`config.mk`:
```
export PLATFORM = sky130hd
export DESIGN_NAME = lfsr_counter
export DESIGN_NICKNAME = d
export VERILOG_FILES = /design/src/rtl/lfsr_pkg.sv /design/src/rtl/lfsr_feedback.sv /design/src/rtl/lfsr_state_reg.sv /design/src/rtl/lfsr_counter.sv
export SDC_FILE = /design/constraint.sdc
export NUM_CORES = 1
export LEC_CHECK = 0
export ABC_CLOCK_PERIOD_IN_PS = 1400
export CAP_MARGIN = 20
export CORE_AREA = 2 2 39 41
export DETAILED_ROUTE_END_ITERATION = 12
export DIE_AREA = 0 0 41 43
export REMOVE_ABC_BUFFERS = 1
export SYNTH_ARGS = -nofsm -noshare
export SYNTH_HDL_FRONTEND = slang
export SYNTH_SLANG_ARGS = --single-unit
```
`constraint.sdc`:
```
create_clock -name clk -period 1.4 [get_ports clk]
set_input_delay 0.35 -clock clk [delete_from_list [all_inputs] [get_ports clk]]
set_output_delay 0.35 -clock clk [all_outputs]
set_load 0.005 [all_outputs]
```
`src/rtl/lfsr_pkg.sv`:
```
package lfsr_pkg;
  localparam int unsigned LFSR_MAX_W = 8;

  // Feedback selection in stage order: bit i set means stage i feeds the XOR.
  function automatic logic [LFSR_MAX_W-1:0] lfsr_taps(input int unsigned w);
    logic [LFSR_MAX_W-1:0] m;
    case (w)
      2:       m = 8'b0000_0011;
      3:       m = 8'b0000_0110;
      4:       m = 8'b0000_1100;
      5:       m = 8'b0001_0100;
      6:       m = 8'b0011_0000;
      7:       m = 8'b0100_1000;
      8:       m = 8'b1011_1000;
      default: m = 8'b0000_0000;
    endcase
    return m;
  endfunction

  // Value loaded at reset and on lock-up recovery.
  function automatic logic [LFSR_MAX_W-1:0] lfsr_seed();
    return {{(LFSR_MAX_W-1){1'b0}}, 1'b1};
  endfunction
endpackage

```
`src/rtl/lfsr_feedback.sv`:
```
module lfsr_feedback
  import lfsr_pkg::*;
#(
  parameter int unsigned W = 4
) (
  input  logic [W-1:0] state,
  output logic         fb,
  output logic         all_zero
);
  localparam logic [LFSR_MAX_W-1:0] TAPS = lfsr_taps(W);

  logic [W:0] chain;
  assign chain[0] = 1'b0;

  genvar i;
  generate
    for (i = 0; i < W; i++) begin : g_tap
      if (TAPS[i]) begin : g_use
        assign chain[i+1] = chain[i] ^ state[i];
      end else begin : g_skip
        assign chain[i+1] = chain[i];
      end
    end
  endgenerate

  assign fb       = chain[W];
  assign all_zero = (state == '0);
endmodule

```
`src/rtl/lfsr_state_reg.sv`:
```
module lfsr_state_reg
  import lfsr_pkg::*;
#(
  parameter int unsigned W = 4
) (
  input  logic         clk,
  input  logic         rst_n,
  input  logic         en,
  input  logic         fb,
  input  logic         all_zero,
  output logic [W-1:0] state_q
);
  localparam logic [LFSR_MAX_W-1:0] SEED_FULL = lfsr_seed();
  localparam logic [W-1:0]          SEED      = SEED_FULL[W-1:0];

  logic         recover;
  logic         advance;
  logic [W-1:0] shifted;

  assign recover = all_zero;
  assign advance = en && !all_zero;
  assign shifted = {state_q[W-2:0], fb};

  always_ff @(posedge clk or negedge rst_n) begin
    if (!rst_n)       state_q <= SEED;
    else if (recover) state_q <= SEED;
    else if (advance) state_q <= shifted;
  end

  assert_reset_seed_R1: assert property (@(posedge clk)
    !rst_n |-> state_q == SEED);

  assert_shift_R2: assert property (@(posedge clk) disable iff (!rst_n)
    (en && state_q != '0) |=> state_q[W-1:1] == $past(state_q[W-2:0]));

  assert_feedback_R3: assert property (@(posedge clk) disable iff (!rst_n)
    (en && state_q != '0) |=> state_q[0] == $past(fb));

  assert_hold_R6: assert property (@(posedge clk) disable iff (!rst_n)
    (!en && state_q != '0) |=> $stable(state_q));

  assert_recover_R7: assert property (@(posedge clk) disable iff (!rst_n)
    (state_q == '0) |=> state_q == SEED);
endmodule

```
`src/rtl/lfsr_counter.sv`:
```
module lfsr_counter
  import lfsr_pkg::*;
#(
  parameter int unsigned WIDTH = 8
) (
  input  logic             clk,
  input  logic             rst_n,
  input  logic             en,
  output logic [WIDTH-1:0] q
);
  logic [WIDTH-1:0] state;
  logic             fb;
  logic             all_zero;

  lfsr_feedback #(.W(WIDTH)) u_fb (
    .state    (state),
    .fb       (fb),
    .all_zero (all_zero)
  );

  lfsr_state_reg #(.W(WIDTH)) u_reg (
    .clk      (clk),
    .rst_n    (rst_n),
    .en       (en),
    .fb       (fb),
    .all_zero (all_zero),
    .state_q  (state)
  );

  assign q = state;
endmodule

```
# == Word-level counts from Yosys, hierarchy flattened ==
# Cells that the tools add are included.
# word_totals
ff_bits,8
output_inout_bits,8
input_bits,3
word_cells,10
# op_classes
mux,2
reduce_logical,4
n_bitwise,3
# ops
op,count
two-way mux 8 bit,2
zero test 8 bit,1
bitwise XOR 1 bit,3
nonzero test 2 bit,1
logical AND 1 bit,1
zero test 1 bit,1

# == Longest topological paths before layout ==
# logic_depth
word_depth,5
mapped_depth,4
mapped_depth_nobuf,3

# == Modules after synthesis ==
# A second synthesis with hierarchy kept.
# hier_totals
cells_unflattened,32
hier_area_um2,375.4
# modules_own_cells
module,n_inst,area_each_um2,seq_area_each_um2,cells_per_inst
lfsr_state_reg,1,330.3,201.4,26
lfsr_feedback,1,45.0,0.0,6

# == Worst setup path after synthesis ==
# No wires, ideal clock.
# synth_timing
kind,input to register
startpoint,input port en
endpoint,register u_reg.state_q[1]
path_slack_ns,0.433
setup_time_ns,0.125
t_required_ns,1.275
path_stages,2
path_buffers,1
arrival_time_ns,0.842
path_cell_list,buf_2 > mux2_2
# synth_between
elab_chain_len,2
# synth_lines
element,line_no,text
from (decl),lfsr_counter.sv:8,"input logic en,"
logical AND 1 bit,lfsr_state_reg.sv:21,assign advance = en && !all_zero;
nonzero test 2 bit (no line),--,
to (signal assigned),lfsr_state_reg.sv:27,else if (advance) state_q <= shifted;
to (decl),lfsr_state_reg.sv:11,output logic [W-1:0] state_q
# No other way between the ends.
# A chain may end at the register's enable or synchronous reset.

# == Worst setup path after layout ==
# layout_timing
startpoint,register u_reg.state_q[0]
endpoint,output port q[0]
# layout_lines
element,line_no,text
to (decl),lfsr_counter.sv:9,output logic [WIDTH-1:0] q
# No word-level cell between the ends.

==> impl_results.md <==
* Number of max-cap violations at 0
* Post-Synth XOR/XNOR Area at 0.0772
* Grt ovf at 0
* Post-Synth Simple-Gate Area at 0.0368
* Worst Max-Slew Pin Slew at 372 ps
* Fmax at 745 MHz
* ANT nets after route at 0
* Number of core rows at 14
* Clock sinks at 8
* Rel. slew slack at 0.751
* VDD IR max at 817 µV
* P_leak at 0.257 nW
* Routed wl met3 at 55 µm
* Share of cells above drive strength 1 at 0.447
* Post-Route WL at 772 µm
* Delay-heaviest family, CP: flip-flops
* Pwr/cell area at 2360 nW/µm²
* Inst Count DP at 55
* Async set or reset register ratio after synthesis at 1.00
* Mux cell area share after synthesis at 0.232
* Setup TNS Final at 0 ps
* RSZ-0062 raised after global routing: false
* Clk slew on worst S/H paths at 60 ps
* Drt wl/cell at 12.3 µm
* Metal2 WL at 368 µm
* H-tree Lvls at 1
* Layout fillers at 143
* Arr. time, crit path at 990 ps
* Placed inst area at 500 µm²
* Crit-path max cell delay at 520 ps
* Worst Hold Class: in2async
* Post-synthesis sequential area ratio at 0.592
* Synthesized area at 340 µm²
* Yosys top cell area share at 0.515
* Levels on crit path at 1
* Die area at 1760 µm²
* Number of synthesized flops with an enable pin at 0
* Register bank with the most flops: u_reg.state_q
* Nets at 51
* Crit path buffers/inverters at 1
* Top flop regs: u_reg.state_q (8)
* TritonRoute pass-1 iters at 2
* Synth Area in Adders at 0
* Remaining DRCs at 0
* Slack of the critical path at 58.4 ps
* Die W at 41 µm
* Finished Cell Area at 547 µm²
* RD Place Congestion at 0.707
* Fin cells at 63
* CTS Root Cell: clkbuf_4
* Clk Latency, worst-skew pair at 250 ps
* CP startpoint: u_reg.state_q[0]$_DFFE_PN1P_
* Setup crit end kind: primary output
* PortBufs at 10
* Vias in the first global route at 293
* Cell variety after synth at 9
* Critical path's slowest cell: dfstp_2
* Setup-failing EPs final at 0
* # diodes at 0
* Largest register FFs at 8
* Main synth FF type: dfrtp_1
* Synth area leader: dfrtp_1
* Largest net degree at the start of global routing at 9
* Place WS at -44.0 ps
* GRT Total Usage at 0.107
* Syn Area/Cell at 14.2 µm²
* Met1 WL at 347 µm
* Area grow syn2layout at 60.7%
* Pins Over Slew Limit at 0
* Type of origin of the critical path: register
* Clock tree buffer depth at 2
* Status: complete, no violations
* Area of the multi-input gates at 130 µm²
* Core area at 1380 µm²
* Initial antenna violation count at 0
* Syn Inst Count at 24
* Reg2Reg Setup Slack at 340 ps
* CP Class: reg2out
* Register Area at 201 µm²
* Largest cells by area after synthesis: dfrtp_1 (51%), mux2_2 (23%), dfstp_2 (7.7%), xnor2_1 (7.7%), nor4_1 (3.7%)
* Initial Util at 0.246
* Synth top cells by count: dfrtp_1 (7), mux2_2 (7), xnor2_1 (3), nor4_1 (2)
* Reg2reg start: u_reg.state_q[4]$_DFFE_PN0P_
* Largest family of logic cells by synthesized area: multiplexers
* Clock Skew at 6.61 ps
* Clock buffer count from CTS at 3
* Depth of the most critical reg-to-reg path at 4
* First-pass GRT wire length at 1.20 mm
* Flops & latches, synth at 8
* DR top layer: met3
* Via/cell ratio at 4.40
* Final worst-path cycle share at 0.958
* Synth Area in Compound Gates at 0.0368
* Total of warnings raised by yosys at 0
* Hold buffer count at CTS at 0
* CP Max Fanout at 2
* Starting DRT DRC Count at 1
* IO Count at 11
* Final hold viol count at 0
* Hold slack at 377 ps
* CTS tree: built
* Vias at 277
* Die height at 43 µm
* CP required at 1050 ps
* Final min period at 1340 ps
* Crit path cell chain: dlygate4sd2_1
[through the flow]
| step | utilization | total power [mW] |
|---|---|---|
| floorplan | - | 0.719 |
| global placement | 0.362 | 1.09 |
| detailed placement | 0.362 | 1.11 |
| CTS | 0.395 | 1.31 |
| global route | 0.395 | 1.40 |
| finish | 0.395 | 1.29 |
[report_power, final]
part           switching (mW)  internal [mW]
Sequential             0.0574          0.360
Clock                  0.0798          0.109
Combinational           0.260          0.426
Total                   0.397          0.895
[cell usage in the layout, fill, tap and decap left out, drive strengths merged]
cell type / count
dlygate4sd2: 8
nor4: 2
clkdlybuf4s50: 2
o21ai: 1
buf: 10
xnor2: 3
dfrtp: 7
clkbuf: 4
dfstp: 1
mux2: 7
inv: 1
a22oi: 1
[final timing paths]
kind                                           endpoint
max reg2reg                u_reg.state_q[0]$_DFFE_PN1P_
min reg2reg                u_reg.state_q[2]$_DFFE_PN0P_
max                                                q[0]
min in group clk           u_reg.state_q[2]$_DFFE_PN0P_
max in group asynchronous  u_reg.state_q[0]$_DFFE_PN1P_
min                        u_reg.state_q[2]$_DFFE_PN0P_
[cells by family (layout without fill, tap and decap cells)]
family                    after synthesis  after routing
xor gates and xnor gates                3              3
and+or+nand+nor                         2              2
DFF                                     8              8
AOI/OAI and AO/OA                       2              2
muxes                                   7              7
buffers and inverters                   2             25
[what timing repair did]
item | in CTS | in global routing
setup buffers | 4 | 0
setup endpoints to repair | 8 | 0
resized for setup | 8 | 0
[routing by layer]
| layer | global-route usage | vias to the layer above |
|---|---|---|
| li1 | - | 133 |
| met1 | 0.129 | 133 |
| met2 | 0.163 | 11 |
| met3 | 0.0314 | 0 |
| met4 | 0.0600 | 0 |
| met5 | 0 | - |
[area by class of cell]
cell class,count,area share
Inverter,1,0.00686
Tap cell,16,0.0366
Multi-Input combinational cell,14,0.238
Timing Repair Buffer,20,0.302
Sequential cell,8,0.368
Clock buffer,4,0.0481
Power figures use the tool's default switching activity.
